## src/rtl/vga_win_pkg.sv

```systemverilog
package vga_win_pkg;

  typedef enum logic [1:0] {
    PH_ACT  = 2'd0,
    PH_FP   = 2'd1,
    PH_SYNC = 2'd2,
    PH_BP   = 2'd3
  } vga_phase_e;

  typedef struct packed {
    logic hs_n;
    logic vs_n;
    logic win;
  } vga_ctl_t;

  localparam vga_ctl_t CTL_IDLE = '{hs_n: 1'b1, vs_n: 1'b1, win: 1'b0};

endpackage

```

## src/rtl/vga_rst_sync.sv

```systemverilog
module vga_rst_sync (
  input  logic clk,
  input  logic rst_n,
  output logic srst_n
);

  logic [1:0] sync_q;

  always_ff @(posedge clk or negedge rst_n) begin
    if (!rst_n) sync_q <= '0;
    else        sync_q <= {sync_q[0], 1'b1};
  end

  assign srst_n = sync_q[1];

endmodule

```

## src/rtl/vga_axis_timer.sv

```systemverilog
module vga_axis_timer
  import vga_win_pkg::*;
#(
  parameter int ACTIVE = 640,
  parameter int FP     = 16,
  parameter int SYNC   = 96,
  parameter int BP     = 48,
  localparam int CW    = $clog2(ACTIVE + FP + SYNC + BP)
) (
  input  logic          clk,
  input  logic          rst_n,
  input  logic          adv,
  output logic [CW-1:0] pos,
  output logic          act,
  output logic          sync_n,
  output logic          wrap
);

  vga_phase_e    phase_q, phase_d;
  logic [CW-1:0] cnt_q, cnt_d;
  logic [CW-1:0] seg_last;
  logic          at_last;

  always_comb begin
    unique case (phase_q)
      PH_ACT:  seg_last = CW'(ACTIVE - 1);
      PH_FP:   seg_last = CW'(FP - 1);
      PH_SYNC: seg_last = CW'(SYNC - 1);
      default: seg_last = CW'(BP - 1);
    endcase
  end

  always_comb begin
    at_last = (cnt_q == seg_last);
    phase_d = phase_q;
    cnt_d   = cnt_q;
    if (adv) begin
      if (at_last) begin
        cnt_d   = '0;
        phase_d = vga_phase_e'(phase_q + 2'd1);
      end else begin
        cnt_d   = cnt_q + CW'(1);
      end
    end
  end

  always_ff @(posedge clk or negedge rst_n) begin
    if (!rst_n) begin
      phase_q <= PH_ACT;
      cnt_q   <= '0;
    end else if (adv) begin
      phase_q <= phase_d;
      cnt_q   <= cnt_d;
    end
  end

  assign pos    = cnt_q;
  assign act    = (phase_q == PH_ACT);
  assign sync_n = (phase_q != PH_SYNC);
  assign wrap   = adv && at_last && (phase_q == PH_BP);

endmodule

```

## src/rtl/vga_win_fetch.sv

```systemverilog
module vga_win_fetch
  import vga_win_pkg::*;
#(
  parameter int HW     = 10,
  parameter int VW     = 10,
  parameter int IMG_W  = 160,
  parameter int IMG_H  = 120,
  parameter int WIN_X0 = 240,
  parameter int WIN_Y0 = 180,
  parameter int RD_LAT = 1,
  parameter int DW     = 8,
  parameter int RESV   = 3,
  parameter int AW     = 15
) (
  input  logic          clk,
  input  logic          rst_n,
  input  logic [HW-1:0] h_pos,
  input  logic          h_act,
  input  logic          h_sync_n,
  input  logic [VW-1:0] v_pos,
  input  logic          v_act,
  input  logic          v_sync_n,
  output logic          mem_rd,
  output logic [AW-1:0] mem_addr,
  input  logic [DW-1:0] mem_rdata,
  output logic          hsync_n,
  output logic          vsync_n,
  output logic          blank_n,
  output logic          pal_clk,
  output logic [DW-1:0] pix_data
);

  localparam int DEPTH = RD_LAT + 2;
  localparam logic [HW-1:0] X_LO = HW'(WIN_X0);
  localparam logic [HW-1:0] X_HI = HW'(WIN_X0 + IMG_W - 1);
  localparam logic [VW-1:0] Y_LO = VW'(WIN_Y0);
  localparam logic [VW-1:0] Y_HI = VW'(WIN_Y0 + IMG_H - 1);
  localparam logic [DW-1:0] CODE_MIN = DW'(RESV);

  logic          h_in, v_in, win_now;
  logic [AW-1:0] addr_q, addr_d;
  logic          rd_q;
  logic [AW-1:0] rd_addr_q;
  vga_ctl_t      ctl_now;
  vga_ctl_t      dly_q [DEPTH];
  logic [DW-1:0] code_fix, pix_d, pix_q;

  // Window decode on the live raster position.
  always_comb begin
    h_in    = h_act && (h_pos >= X_LO) && (h_pos <= X_HI);
    v_in    = v_act && (v_pos >= Y_LO) && (v_pos <= Y_HI);
    win_now = h_in && v_in;
    ctl_now = '{hs_n: h_sync_n, vs_n: v_sync_n, win: win_now};
  end

  // Linear address: advances per fetch, cleared on rows outside the window.
  always_comb begin
    addr_d = addr_q;
    if (!v_in)        addr_d = '0;
    else if (win_now) addr_d = addr_q + AW'(1);
  end

  always_ff @(posedge clk or negedge rst_n) begin
    if (!rst_n) begin
      addr_q    <= '0;
      rd_q      <= 1'b0;
      rd_addr_q <= '0;
    end else begin
      addr_q <= addr_d;
      rd_q   <= win_now;
      if (win_now) rd_addr_q <= addr_q;
    end
  end

  // Control delay line matching the read round trip.
  always_ff @(posedge clk or negedge rst_n) begin
    if (!rst_n) begin
      for (int i = 0; i < DEPTH; i++) dly_q[i] <= CTL_IDLE;
    end else begin
      dly_q[0] <= ctl_now;
      for (int i = 1; i < DEPTH; i++) dly_q[i] <= dly_q[i-1];
    end
  end

  // Reserved-code remap, applied only to window data.
  always_comb begin
    code_fix = (mem_rdata < CODE_MIN) ? CODE_MIN : mem_rdata;
    pix_d    = dly_q[DEPTH-2].win ? code_fix : '0;
  end

  always_ff @(posedge clk or negedge rst_n) begin
    if (!rst_n) pix_q <= '0;
    else        pix_q <= pix_d;
  end

  assign mem_rd   = rd_q;
  assign mem_addr = rd_addr_q;
  assign hsync_n  = dly_q[DEPTH-1].hs_n;
  assign vsync_n  = dly_q[DEPTH-1].vs_n;
  assign blank_n  = dly_q[DEPTH-1].win;
  assign pal_clk  = dly_q[DEPTH-1].win;
  assign pix_data = pix_q;

endmodule

```

## src/rtl/vga_win_fetcher.sv

```systemverilog
module vga_win_fetcher #(
  parameter int H_ACTIVE = 640,
  parameter int H_FP     = 16,
  parameter int H_SYNC   = 96,
  parameter int H_BP     = 48,
  parameter int V_ACTIVE = 480,
  parameter int V_FP     = 10,
  parameter int V_SYNC   = 2,
  parameter int V_BP     = 33,
  parameter int IMG_W    = 160,
  parameter int IMG_H    = 120,
  parameter int WIN_X0   = 240,
  parameter int WIN_Y0   = 180,
  parameter int RD_LAT   = 1,
  parameter int DW       = 8,
  parameter int RESV     = 3,
  localparam int AW      = $clog2(IMG_W * IMG_H)
) (
  input  logic          clk,
  input  logic          rst_n,
  output logic          mem_rd,
  output logic [AW-1:0] mem_addr,
  input  logic [DW-1:0] mem_rdata,
  output logic          hsync_n,
  output logic          vsync_n,
  output logic          blank_n,
  output logic          pal_clk,
  output logic [DW-1:0] pix_data
);

  localparam int HW = $clog2(H_ACTIVE + H_FP + H_SYNC + H_BP);
  localparam int VW = $clog2(V_ACTIVE + V_FP + V_SYNC + V_BP);

  logic          srst_n;
  logic [HW-1:0] h_pos;
  logic [VW-1:0] v_pos;
  logic          h_act, h_sync_n, h_wrap;
  logic          v_act, v_sync_n, v_wrap;

  vga_rst_sync u_rst (
    .clk    (clk),
    .rst_n  (rst_n),
    .srst_n (srst_n)
  );

  vga_axis_timer #(
    .ACTIVE (H_ACTIVE), .FP (H_FP), .SYNC (H_SYNC), .BP (H_BP)
  ) u_htim (
    .clk    (clk),
    .rst_n  (srst_n),
    .adv    (1'b1),
    .pos    (h_pos),
    .act    (h_act),
    .sync_n (h_sync_n),
    .wrap   (h_wrap)
  );

  vga_axis_timer #(
    .ACTIVE (V_ACTIVE), .FP (V_FP), .SYNC (V_SYNC), .BP (V_BP)
  ) u_vtim (
    .clk    (clk),
    .rst_n  (srst_n),
    .adv    (h_wrap),
    .pos    (v_pos),
    .act    (v_act),
    .sync_n (v_sync_n),
    .wrap   (v_wrap)
  );

  vga_win_fetch #(
    .HW (HW), .VW (VW), .IMG_W (IMG_W), .IMG_H (IMG_H),
    .WIN_X0 (WIN_X0), .WIN_Y0 (WIN_Y0), .RD_LAT (RD_LAT),
    .DW (DW), .RESV (RESV), .AW (AW)
  ) u_fetch (
    .clk       (clk),
    .rst_n     (srst_n),
    .h_pos     (h_pos),
    .h_act     (h_act),
    .h_sync_n  (h_sync_n),
    .v_pos     (v_pos),
    .v_act     (v_act),
    .v_sync_n  (v_sync_n),
    .mem_rd    (mem_rd),
    .mem_addr  (mem_addr),
    .mem_rdata (mem_rdata),
    .hsync_n   (hsync_n),
    .vsync_n   (vsync_n),
    .blank_n   (blank_n),
    .pal_clk   (pal_clk),
    .pix_data  (pix_data)
  );

endmodule

```

## config.mk

```make
export PLATFORM = sky130hd
export DESIGN_NAME = vga_win_fetcher
export DESIGN_NICKNAME = d
export VERILOG_FILES = /design/src/rtl/vga_win_pkg.sv /design/src/rtl/vga_rst_sync.sv /design/src/rtl/vga_axis_timer.sv /design/src/rtl/vga_win_fetch.sv /design/src/rtl/vga_win_fetcher.sv
export SDC_FILE = /design/constraint.sdc
export NUM_CORES = 1
export LEC_CHECK = 0
export ABC_AREA = 1
export BUFFER_PORTS_ARGS = -buffer_cell sky130_fd_sc_hd__buf_2
export CORE_ASPECT_RATIO = 0.7
export CORE_MARGIN = 2
export CORE_UTILIZATION = 61
export CTS_CLUSTER_DIAMETER = 120
export DETAILED_ROUTE_END_ITERATION = 8
export PLACE_DENSITY = 0.86
export SETUP_SLACK_MARGIN = 0.02
export SLEW_MARGIN = 20
export SYNTH_ARGS = -nofsm -noshare
export SYNTH_HDL_FRONTEND = slang
export SYNTH_HIERARCHICAL = 1
export SYNTH_SLANG_ARGS = --single-unit
```

## constraint.sdc

```tcl
create_clock -name clk -period 3.7 [get_ports clk]
set_input_delay 0.555 -clock clk [delete_from_list [all_inputs] [get_ports clk]]
set_output_delay 0.555 -clock clk [all_outputs]
set_load 0.05 [all_outputs]
```

## Yosys cells after proc, flatten, opt, wreduce, memory -nomap -nowiden

Index checks and enable logic that the tools add are counted.

| storage, ports and cells | value |
|---|---|
| register bits after elaboration | 73 |
| latch bits | 0 |
| RAM bits | 0 |
| memory bits (read-only) | 0 |
| bits of input ports | 10 |
| memories kept | 0 |

| operators by class | value |
|---|---|
| add/sub/neg operators | 5 |
| $mul | 0 |
| divide/modulo/power cells | 0 |
| $lt $le $gt $ge | 5 |
| equal/unequal tests | 10 |
| shifts and indexed selects | 0 |
| muxes and demuxes | 8 |
| bitwise logic cells | 0 |
| reductions and logical operators | 9 |

Operator list:

| operator | count |
|---|---|
| $mux 15 | 2 |
| $pmux 10 s3 | 1 |
| $pmux 9 s3 | 1 |
| $add 10x1->10 const B | 2 |
| $ge 10x8->1 const B | 2 |
| $le 10x9->1 const B | 2 |
| $mux 10 | 2 |
| $mux 8 | 2 |
| $add 15x1->15 const B | 1 |
| $eq 10x10->1 | 1 |
| $eq 10x9->1 | 1 |
| $lt 8x2->1 const B | 1 |
| $eq 2x2->1 const B | 3 |
| $logic_and 1x1->1 | 6 |
| $ne 2x2->1 const B | 3 |
| $add 2x1->2 const B | 2 |
| $eq 2x1->1 const B | 2 |
| $logic_not 2->1 | 2 |
| $reduce_and 2->1 | 1 |

## Logic depth before layout (Yosys ltp)

Gate-level depths: netlist of the first run.

| logic depth | value |
|---|---|
| depth after elaboration | 6 |
| gate-level depth with buffers | 20 |

## Hierarchy

Netlist of the first run, hierarchy kept.

Modules (own cells, without submodules):

| module | instances | cells each | area an instance (sq um) | seq. area each (sq um) |
|---|---|---|---|---|
| vga_win_fetch | 1 | 276 | 2225.9 | 1183.6 |
| vga_axis_timer at u_vtim | 1 | 152 | 993.5 | 300.3 |
| vga_axis_timer at u_htim | 1 | 121 | 858.3 | 300.3 |
| vga_rst_sync | 1 | 3 | 53.8 | 50.0 |
| vga_win_fetcher | 1 | 1 | 3.8 | 0.0 |

## Worst setup path after synthesis of the first run

Ideal clock, no wire load.

| timing | value |
|---|---|
| path type | flip-flop to flip-flop |
| start | reg u_htim.phase_q[0] |
| end | reg u_vtim.cnt_q[7], in the netlist u_vtim/pos[7] |
| library setup time | 119 ps |
| data arrival time | 2019 ps |
| setup slack | 1562 ps |
| stages on the path, launching flop included | 17 |
| cell sequence | dfrtp_1 inv_1 ha_1 inv_1 nand2_1 nand3_1 nor2_4 nand3_4 nor2_2 buf_4 inv_2 nor3_2 nand3_1 nor2_1 nand2_1 nand2_1 nor2_1 |

| between the ends | value |
|---|---|
| cells in the longest elaborated chain, start to end | 4 |

RTL lines:

| item | line | text |
|---|---|---|
| from (decl) | vga_axis_timer.sv:19 | `vga_phase_e phase_q, phase_d;` |
| from (signal assigned) | vga_axis_timer.sv:52 | `phase_q <= phase_d;` |
| $eq 2x2->1, or another cell as far along | vga_axis_timer.sv:25 | `unique case (phase_q)` |
| $pmux 10 s3 | vga_axis_timer.sv:25 |  |
| $eq 10x10->1 | vga_axis_timer.sv:34 | `at_last = (cnt_q == seg_last);` |
| $logic_and 1x1->1 (*) | vga_axis_timer.sv:60 | `assign wrap = adv && at_last && (phase_q == PH_BP);` |
| via h_wrap | vga_win_fetcher.sv:37 | `logic h_act, h_sync_n, h_wrap;` |
| to (signal assigned) | vga_axis_timer.sv:53 | `cnt_q <= cnt_d;` |
| to (decl) | vga_axis_timer.sv:20 | `logic [CW-1:0] cnt_q, cnt_d;` |

Mark *: on every way through the listed nets, which the timed path passes. The rest lies on a longest branch.
A chain may end at the register's enable or synchronous reset.

## Worst setup path after layout of the first run

Ends and elaborated chain as after synthesis.

==> metrics.md, run 1 <==
| Metric | Value |
|---|---|
| Wire per inst | `approximately 13 um` |
| Minimum period implied by the final worst setup slack | `2.59 ns` |
| Max stage delay cell, worst path | `dfrtp_1` |
| Setup repair after global routing missed its margin | `false` |
| Portion of total power attributed to sequential cells | `0.484` |
| Combinational group share of total power | `0.148` |
| Category of cells accounting for the largest share of critical-path delay | `simple AND/OR/NAND/NOR gates` |
| Count of fill cells added during filler insertion | `539` |
| Pins Over Slew Limit | `0` |
| Max incr delay on CP | `0.39 ns` |
| # IOs | `38` |
| RD Place Congestion | `slightly above 0.9` |
| Internal power | `roughly 0.0013 W` |
| Standard-cell row count | `25` |
| Clock transition at the registers of the reported paths | `0.08 ns` |
| Switching component of the power | `~0.0006 W` |
| Final std cell area, no fill | `roughly 4600 um2` |
| Core outline area | `roughly 6600 um2` |
| Switching share of power | `0.311` |
| Overall track demand over capacity in global routing | `0.259` |
| WS Path Type | `reg -> reg` |
| Critical path startpoint category | `register` |
| Pwr Density | `~420 nW/um2` |
| Tcrit/Tclk final | `0.700` |
| Number of antenna diodes | `0` |
| Pin count of the biggest net entering global routing | `43` |
| Worst Path Required | `slightly below 4 ns` |
| Clock latency reported for the late side of the worst-skew pair | `between 0.3 and 0.4 ns` |
| CTS root buffer | `clkbuf_8` |
| Final clock skew | `~0.0074 ns` |
| F_max | `between 300 and 400 MHz` |
| Worst Hold Path Cells | `0` |
| Max-Cap Viols | `0` |
| Mapped Nets | `571` |
| Layout overhead on the synthesized area | `11.0%` |
| Total length of routed wires | `a little under 9000 um` |
| Pin slew with the least headroom to its limit | `0.889 ns` |
| Depth of the critical timing path with buffers and inverters included | `15` |
| Drt pass-1 iters | `5` |
| Floorplan die area | `~7400 um2` |
| Maximum buffer depth of the clock tree | `2` |
| Cell count of the worst reg-to-reg path | `15` |
| Number of warnings issued by yosys | `6` |
| Number of global-route vias before repair | `about 3300` |
| Drt initial violations | `~270` |
| CP Capture Type | `register` |
| Buffers added on ports | `37` |
| Post-route core utilization | `0.689` |
| Worst-case headroom to the max-slew limit | `0.407` |
| Final hold violation count | `0` |
| Htree depth | `3` |
| Post-CTS Setup Bufs | `0` |
| Gr ovfl total | `0` |
| Result of the run | `completed` |
| Clock network fraction of total power | `0.368` |
| DP Area | `around 4300 um2` |
| Post-synthesis instance total | `550` |
| Cell-by-cell trace of the critical path | `inv_1 > ha_1 > inv_1 > nand2_1 > nand3_1 > nor2_4 > nand3_4 > nor2_2 > inv_2 > nor3_2 > nand3_1 > nor2_1 > nand2_1 > nand2_1 > nor2_1` |
| Critical path arrival | `2.83 ns` |
| Number of clock buffers inserted by TritonCTS | `9` |
| DRC violation count after routing | `0` |
| Setup tns final | `0 ns` |
| Chip height | `72.7 um` |
| Kind of path behind the tightest hold check | `reg -> reg` |
| Wire length of the first global-routing pass | `about 15000 um` |
| Largest voltage drop on the vdd net | `between 0.3 and 0.4 mV` |
| Number of nets with antenna violations after routing | `0` |
| Most frequent cell on the critical path | `nand2_1` |
| CTS tree | `yes` |
| Clock sinks | `73` |
| Setup-violating endpoint count in the final report | `0` |
| Share of post-route cells with drive strength above 1 | `0.162` |
| Initial antenna violation count | `0` |
| Placed wire-length estimate after detailed placement | `between 6000 and 7000 um` |
| DR vias | `between 3000 and 4000` |
| Synthesized cell area | `around 4000 um2` |
| Nets | `slightly above 600` |
| Number of buffers and inverters on the critical path | `3` |
| Die Width | `102 um` |
| Detail-routed via count per cell | `5.24` |
| Crit Path Max Fanout | `9` |
| Initial core utilization | `0.621` |
| Leak Pwr | `between 2 and 3 nW` |
| Average size of a mapped cell | `~7.5 um2` |
cells in the final DEF (no fill, tap or decap), drive strengths merged, types with 4 or more instances in the layout:
master and count:
dfstp 6, o21ai 7, buf 39, nor2 55, xor2 9, a21oi 5, dfrtp 67, nand3 73
nand2 187, clkbuf 9, nand3b 4, ha 11, nand4 13, inv 92, nor3 4
sequential cells by signal (all words and copies together), names as in the netlist:
| name | cells |
|---|---|
| u_fetch/vsync_n | 1 |
| u_rst/sync_q | 2 |
| u_vtim/pos | 10 |
| u_fetch/blank_n | 1 |
| u_fetch/dly_q | 6 |
| u_fetch/hsync_n | 1 |
| u_fetch/pix_data | 8 |
| u_vtim/phase_q | 2 |
| u_fetch/addr_q | 15 |
| u_htim/pos | 10 |
| u_htim/phase_q | 2 |
| u_fetch/mem_addr | 15 |
worst register-to-register path, stage by stage (launching register included):
cell and delay [ns]:
dfrtp_1 0.39, inv_1 0.10, ha_1 0.32, inv_1 0.06, nand2_1 0.06, nand3_1 0.12, nor2_4 0.20, nand3_4 0.14
nor2_2 0.33, inv_2 0.14, nor3_2 0.21, nand3_1 0.14, nor2_1 0.11, nand2_1 0.06, nand2_1 0.07, nor2_1 0.03
power by group through the flow:
stage	Sequential [W]	Combinational, W	Clock [W]
2_1_floorplan	0.000909	0.000258	0
3_3_place_gp	0.000941	0.000256	0
3_5_place_dp	0.000945	0.000275	0
4_1_cts	0.000930	0.000278	0.000726
5_1_grt	0.000943	0.000325	0.000763
6_report	0.000930	0.000284	0.000707
per-stage QoR:
stage | worst slack (ns) | hold WS, ns | instances | power, W
finish | 1.11 | 0.355 | 686 | 0.00192
global route | 0.882 | 0.359 | 686 | 0.00203
CTS | 1.11 | 0.358 | 686 | 0.00193
detailed placement | 1.12 | 0.337 | 669 | 0.00122
global placement | 1.32 | 0.340 | 669 | 0.00120
floorplan | 1.53 | 0.259 | 550 | 0.00117
metal layers:
metal  track usage  vias to the layer above  part of all wire  wire length [um]
met5             0                        -                 0                 0
met4        0.0385                        0            0.0047                42
met3        0.0613                        8             0.069               613
met2         0.428                      137              0.47              4220
met1         0.361                     1685              0.45              4060
li1              -                     1766                 -                 -
path summary, 6_finish.rpt:
check | start | end | slack, ns
worst min-delay path | u_fetch/dly_q[4] | u_fetch/vsync_n | 0.35
max in group asynchronous | u_rst/sync_q[1] | u_fetch/dly_q[4] | 2.36
worst max-delay path | u_htim/phase_q[0] | u_vtim/pos[7] | 1.11
worst min register to register | u_fetch/dly_q[4] | u_fetch/vsync_n | 0.35
min in group asynchronous | u_rst/sync_q[1] | u_fetch/addr_q[3] | 0.39
worst max register to register | u_htim/phase_q[0] | u_vtim/pos[7] | 1.11
what timing repair did:
action                                 in CTS  in global routing
hold buffers                                1                  0
resized for setup                           0                  0
endpoints found under the hold margin       2                  0
layout make-up:
class	count	area (um2)	area share
clock buffer	9	124	0.0271
clock inverter	7	101	0.0222
inverter	90	340	0.0745
tap	94	118	0.0258
timing repair buffer	40	210	0.0460
multi-input combinational	373	1840	0.402
sequential	73	1840	0.402
No activity file was read; power rests on OpenSTA's default activity.
==> run 2, diff against run 1 <==
--- a/config.mk
+++ b/config.mk
@@ -9,10 +9,10 @@
 export BUFFER_PORTS_ARGS = -buffer_cell sky130_fd_sc_hd__buf_2
 export CORE_ASPECT_RATIO = 0.7
 export CORE_MARGIN = 2
-export CORE_UTILIZATION = 61
+export CORE_UTILIZATION = 54
 export CTS_CLUSTER_DIAMETER = 120
 export DETAILED_ROUTE_END_ITERATION = 8
-export PLACE_DENSITY = 0.86
+export PLACE_DENSITY = 0.8
 export SETUP_SLACK_MARGIN = 0.02
 export SLEW_MARGIN = 20
 export SYNTH_ARGS = -nofsm -noshare
==> constraint.sdc (replaced) <==
create_clock -name clk -period 2.19 [get_ports clk]
set_input_delay 0.3285 -clock clk [delete_from_list [all_inputs] [get_ports clk]]
set_output_delay 0.3285 -clock clk [all_outputs]
set_load 0.05 [all_outputs]
==> run 2 against run 1 <==
The run now ends with setup timing left. Critical path type unchanged. Hold slack got worse by 0.20 ns. Clock skew rose by 0.0012 ns. Utilization fell by 4.6 points.
==> metrics.md, run 2 (synthesis gave the netlist of run 1 again) <==
| Metric | Value |
|---|---|
| Result of the run | `finished with violations` |
| Failing checks | `setup timing` |
| Clock transition at the registers of the reported paths | `0.09 ns` |
| Wire length of the first global-routing pass | `14800 um` |
| Largest voltage drop on the vdd net | `between 0.5 and 0.6 mV` |
| Number of nets with antenna violations after routing | `0` |
| Buffers added on ports | `37` |
| Detail-routed via count per cell | `about 5.0` |
| Setup-violating endpoint count in the final report | `1` |
| Overall track demand over capacity in global routing | `0.223` |
| Gr ovfl total | `0` |
| RD Place Congestion | `~0.90` |
| DRC violation count after routing | `0` |
| GRT met3 Usage | `0.0536` |
| Max-Cap Viols | `0` |
| Pins Over Slew Limit | `0` |
| Pwr Density | `~660 nW/um2` |
| Commonest cells after routing, fill and taps aside | `nand2_1, inv_1, dfrtp_1, nand3_1, nor2_1` |
| DR vias | `roughly 3500` |
| Count of fill cells added during filler insertion | `640` |
| Tot Pwr | `approximately 0.0031 W` |
| CTS root buffer | `clkbuf_8` |
| Htree depth | `3` |
| CTS tree | `yes` |
| Number of antenna diodes | `0` |
| WS Path Type | `reg -> reg` |
| Tcrit/Tclk final | `1.00` |
| Drt initial violations | `278` |
| Total length of routed wires | `around 8800 um` |
| GR Layer Usage met1 | `0.319` |
| Initial antenna violation count | `0` |
| CP Capture Type | `register` |
| Critical path startpoint category | `register` |
| Placed wire-length estimate after detailed placement | `between 6000 and 7000 um` |
| Setup repair after global routing missed its margin | `true` |
| Pin count of the biggest net entering global routing | `55` |
| Die Width | `around 110 um` |
| Nets | `622` |
| Worst Path Required | `between 2 and 3 ns` |
| Met2 Resource Use GR | `0.330` |
| Worst Slack Setup Final | `-0.00843 ns` |
| Wire per inst | `12.5 um` |
| Drt pass-1 iters | `4` |
| Layout overhead on the synthesized area | `14.8%` |
| F_max | `around 450 MHz` |
| Maximum buffer depth of the clock tree | `2` |
| Clock latency reported for the late side of the worst-skew pair | `between 0.3 and 0.4 ns` |
| Post-route core utilization | `0.643` |
| Floorplan die area | `between 8000 and 9000 um2` |
| Leak Pwr | `between 2 and 3 nW` |
| Critical path arrival | `approximately 2.5 ns` |
| Number of clock buffers inserted by TritonCTS | `9` |
| Core outline area | `approximately 7400 um2` |
| Crit Path Max Fanout | `4` |
| Dpl ws | `-0.0992 ns` |
| Chip height | `77.0 um` |
| Busiest grt layer | `met2` |
| # IOs | `38` |
| Kind of path behind the tightest hold check | `in -> reg` |
| Most frequent standard cell in the layout excluding fill and tap cells | `nand2_1` |
| Clock sinks | `73` |
| Final hold violation count | `0` |
| Share of post-route cells with drive strength above 1 | `0.201` |
| Number of global-route vias before repair | `3285` |
| Final clock skew | `~0.0086 ns` |
| Initial core utilization | `0.560` |
| Minimum period implied by the final worst setup slack | `~2.2 ns` |
| Standard-cell row count | `26` |
[run 2: changes by cell type in the layout (fill, tap and decap cells not counted), sizes merged]
cell	change
inv	+1
bufinv	-2
clkinv	+2
buf	+14
clkinvlp	-1
[run 2: where the power goes]
part	internal, W	switching, W	leakage, nW
Combinational	0.000208	0.000364	1.73
Sequential	0.00142	0.000112	0.929
Clock	0.000430	0.000574	0.0912
Total	0.00206	0.00105	2.75
[run 2: routing by layer]
layer	wire (um)	vias to the layer above
met5	0	-
met4	153	0
met3	380	16
met2	4000	72
met1	4240	1666
li1	-	1794
[run 2: worst paths after layout]
check	endpoint	from	depth (start not counted)	slack, ns
max in group asynchronous	u_fetch/dly_q[4]	u_rst/sync_q[1]	1	1.33
setup reg to reg	u_vtim/pos[8]	u_htim/phase_q[1]	18	-0.008
setup / recovery	u_vtim/pos[8]	u_htim/phase_q[1]	18	-0.008
hold / removal	u_fetch/pix_data[3]	mem_rdata[3]	3	0.16
hold reg to reg	u_fetch/mem_addr[14]	u_rst/sync_q[1]	0	0.20
min in group asynchronous	u_fetch/mem_addr[14]	u_rst/sync_q[1]	0	0.20
[run 2: area by class of cell]
class,instances,area [um2],area share
Timing Repair Buffer,54,344,0.0728
Tap cell,98,123,0.0259
Inverter,90,340,0.0720
Clock inverter,7,60.1,0.0127
Multi-Input combinational cell,373,1900,0.402
Clock buffer,9,124,0.0262
Sequential cell,73,1840,0.388
[run 2: timing repair]
action | 4_1_cts | 5_1_grt
pin swaps | 1 | 11
hold buffers | 1 | 0
setup endpoints to repair | 4 | 6
hold endpoints to repair | 2 | 0
resized for setup | 2 | 16
setup buffers | 4 | 5
cloned | 0 | 0
[run 2: worst max-delay path, cell delays in order, from the launching register on]
cell     delay, ns
dfrtp_1       0.44
inv_2         0.07
ha_4          0.28
inv_2         0.04
nand2_2       0.07
nand3_2       0.09
nor2_4        0.15
nand3_4       0.09
nor2_4        0.14
nand2_2       0.09
nor2_4        0.13
nand2_2       0.09
nor2_4        0.15
nand2_1       0.07
nand2_1       0.06
nand2_1       0.06
inv_1         0.05
nand2_1       0.04
inv_1         0.05
[run 2: per-stage QoR]
| stage | TNS (ns) | cell area (um2) | instances | hold slack [ns] |
|---|---|---|---|---|
| finish | -0.00843 | 4730 | 704 | 0.156 |
| CTS | 0 | 4630 | 699 | 0.144 |
| floorplan | 0 | 4120 | 550 | 0.0329 |
| global route | -0.350 | 4730 | 704 | 0.168 |
| detailed placement | -0.268 | 4400 | 678 | 0.117 |
| global placement | 0 | 4400 | 678 | 0.114 |
==> run 3, diff against run 2 <==
--- a/config.mk
+++ b/config.mk
@@ -8,7 +8,6 @@
 export ABC_AREA = 1
 export BUFFER_PORTS_ARGS = -buffer_cell sky130_fd_sc_hd__buf_2
 export CORE_ASPECT_RATIO = 0.7
-export CORE_MARGIN = 2
 export CORE_UTILIZATION = 54
 export CTS_CLUSTER_DIAMETER = 120
 export DETAILED_ROUTE_END_ITERATION = 8
==> run 3 against run 2 <==
The run now ends clean. Global-route usage grew 1.9 points. Fmax up 3.7%. Non-clock buffer count unchanged. Final cell count did not move. Register-to-register slack better by 0.08 ns. Highest routed layer unchanged.
==> metrics.md, run 3 (synthesis gave the netlist of run 1 again) <==
| Metric | Value |
|---|---|
| Gr ovfl total | `0` |
| Pin slew with the least headroom to its limit | `between 0.5 and 0.6 ns` |
| Drt pass-1 iters | `5` |
| Share of post-route cells with drive strength above 1 | `0.198` |
| CP Capture Type | `register` |
| Initial core utilization | `0.560` |
| Combinational group share of total power | `0.157` |
| Clock network fraction of total power | `0.386` |
| Htree depth | `3` |
| Overall track demand over capacity in global routing | `0.242` |
| Setup-violating endpoint count in the final report | `0` |
| Result of the run | `completed` |
| Clock sinks | `73` |
| DP Area | `4410 um2` |
| Final clock skew | `0.00718 ns` |
| Detail-routed via count per cell | `5.15` |
| Wire per inst | `13.3 um` |
| Wire length of the first global-routing pass | `14800 um` |
| Standard-cell row count | `26` |
| Switching share of power | `0.303` |
| Final std cell area, no fill | `between 4000 and 5000 um2` |
| Portion of total power attributed to sequential cells | `0.457` |
| Area occupied by multi-input gates | `1890 um2` |
| Total length of routed wires | `just over 9000 um` |
| Core outline area | `7350 um2` |
| Tcrit/Tclk final | `0.968` |
| Leak Pwr | `2.79 nW` |
| Hold path startpoint | `mem_rdata[6]` |
| Most frequent standard cell in the layout excluding fill and tap cells | `nand2_1` |
| Worst-case headroom to the max-slew limit | `0.615` |
| Worst hold endpoint | `u_fetch/pix_data[6]` |
| Commonest cells after routing, fill and taps aside | `nand2_1, inv_1, nand3_1, dfrtp_1, nor2_1` |
| CTS tree | `yes` |
| Max-Cap Viols | `0` |
| Floorplan die area | `roughly 8000 um2` |
| Most frequent cell on the critical path | `nor2_4` |
| Number of nets with antenna violations after routing | `0` |
| Pins Over Slew Limit | `0` |
| Setup repair after global routing missed its margin | `true` |
| Final hold violation count | `0` |
| Cell-by-cell trace of the critical path | `inv_2 > ha_4 > inv_2 > nand2_2 > nand3_2 > nor2_4 > nand3_4 > nor2_4 > nand2_2 > nor2_4 > nand2_2 > nor2_4 > nand3_1 > nand2_1 > inv_1 > nand2_1 > inv_1` |
| Number of global-route vias before repair | `between 3000 and 4000` |
| DRC violation count after routing | `0` |
| Category of cells accounting for the largest share of critical-path delay | `simple AND/OR/NAND/NOR gates` |
| Number of buffers and inverters on the critical path | `4` |
| Worst Slack Setup Final | `0.0694 ns` |
| Layout overhead on the synthesized area | `16.2%` |
| Max incr delay on CP | `between 0.4 and 0.5 ns` |
| Number of antenna diodes | `0` |
| Pwr Density | `718 nW/um2` |
| Pin count of the biggest net entering global routing | `31` |
| Dpl ws | `-0.0884 ns` |
| Nets | `about 620` |
| Critical path startpoint category | `register` |
| Max stage delay cell, worst path | `dfrtp_1` |
| F_max | `about 470 MHz` |
| Worst Path Required | `2.45 ns` |
| Number of clock buffers inserted by TritonCTS | `9` |
| Chip height | `75.0 um` |
| Internal power | `roughly 0.0024 W` |
| Clock latency reported for the late side of the worst-skew pair | `around 0.36 ns` |
| RR Endpoint | `u_vtim/pos[8]` |
| Placed wire-length estimate after detailed placement | `between 6000 and 7000 um` |
| WS Path Type | `reg -> reg` |
| DR vias | `3623` |
| # IOs | `38` |
| Largest voltage drop on the vdd net | `~0.43 mV` |
| Buffers added on ports | `37` |
| Flip-flop and latch area | `approximately 1800 um2` |
| Reg-to-reg slack, setup | `between 0.06 and 0.07 ns` |
| Die Width | `about 110 um` |
| Drt initial violations | `about 230` |
| Worst r2r src | `u_htim/phase_q[1]` |
| Switching component of the power | `0.00104 W` |
| Crit Path Max Fanout | `4` |
| Kind of path behind the tightest hold check | `in -> reg` |
| Initial antenna violation count | `0` |
| CTS root buffer | `clkbuf_8` |
| Cell count of the worst reg-to-reg path | `17` |
| Count of fill cells added during filler insertion | `just over 600` |
| Critical path arrival | `2.38 ns` |
| RD Place Congestion | `~0.91` |
| Clock transition at the registers of the reported paths | `approximately 0.08 ns` |
| Maximum buffer depth of the clock tree | `2` |
| Worst Hold Path Cells | `3` |
| Minimum period implied by the final worst setup slack | `approximately 2.1 ns` |
==> run 3: area by class of cell <==
| type | count | area share |
|---|---|---|
| Multi-Input combinational cell | 373 | 0.396 |
| Sequential cell | 73 | 0.384 |
| Timing Repair Buffer | 54 | 0.0712 |
| Inverter | 90 | 0.0712 |
| Clock inverter | 7 | 0.0262 |
| Clock buffer | 9 | 0.0259 |
| Tap cell | 98 | 0.0256 |
==> run 3: worst max-delay path by stage <==
| stage | to | cells past startpoint | slack, ns | start |
|---|---|---|---|---|
| after floorplan | u_vtim/pos[7] | 16 | 0.05 | u_htim/phase_q[0] |
| after global placement | u_vtim/pos[8] | 17 | 0.08 | u_htim/phase_q[1] |
| after detailed placement | u_vtim/pos[7] | 15 | -0.09 | u_htim/phase_q[1] |
| after CTS | u_vtim/pos[7] | 15 | 0.02 | u_htim/phase_q[1] |
| after global routing | u_vtim/pos[8] | 18 | -0.10 | u_htim/phase_q[1] |
| final | u_vtim/pos[8] | 17 | 0.07 | u_htim/phase_q[1] |
==> run 3: tightest hold or removal path, stage by stage <==
cell	delay [ns]
buf_2	0.09
nand2_1	0.04
inv_1	0.04
==> run 3: what timing repair did <==
item                       4_1_cts  5_1_grt
pin swaps                        2        7
setup endpoints to repair        5        7
resized for setup                1       14
hold buffers                     1        0
setup buffers                    3        5
hold endpoints to repair         2        0
==> run 3: per-stage QoR <==
step | instances | power, W | util | hold WS, ns | setup TNS [ns]
2_1_floorplan | 550 | 0.00197 | - | 0.0329 | 0
3_3_place_gp | 679 | 0.00204 | 0.599 | 0.113 | 0
3_5_place_dp | 679 | 0.00207 | 0.599 | 0.114 | -0.151
4_1_cts | 699 | 0.00340 | 0.638 | 0.146 | 0
5_1_grt | 704 | 0.00360 | 0.650 | 0.157 | -0.243
6_report | 704 | 0.00343 | 0.650 | 0.164 | 0
==> run 3: power by group through the flow <==
stage	clock network (W)	logic [W]	registers, W
6_report	0.00132	0.000539	0.00157
5_1_grt	0.00139	0.000621	0.00159
4_1_cts	0.00135	0.000489	0.00156
3_5_place_dp	0	0.000481	0.00159
3_3_place_gp	0	0.000455	0.00158
2_1_floorplan	0	0.000436	0.00154
==> run 3: routing by layer <==
layer | vias up | track usage | share of wire
li1 | 1785 | - | -
met1 | 1687 | 0.317 | 0.46
met2 | 131 | 0.387 | 0.45
met3 | 20 | 0.0589 | 0.062
met4 | 0 | 0.111 | 0.024
met5 | - | 0 | 0
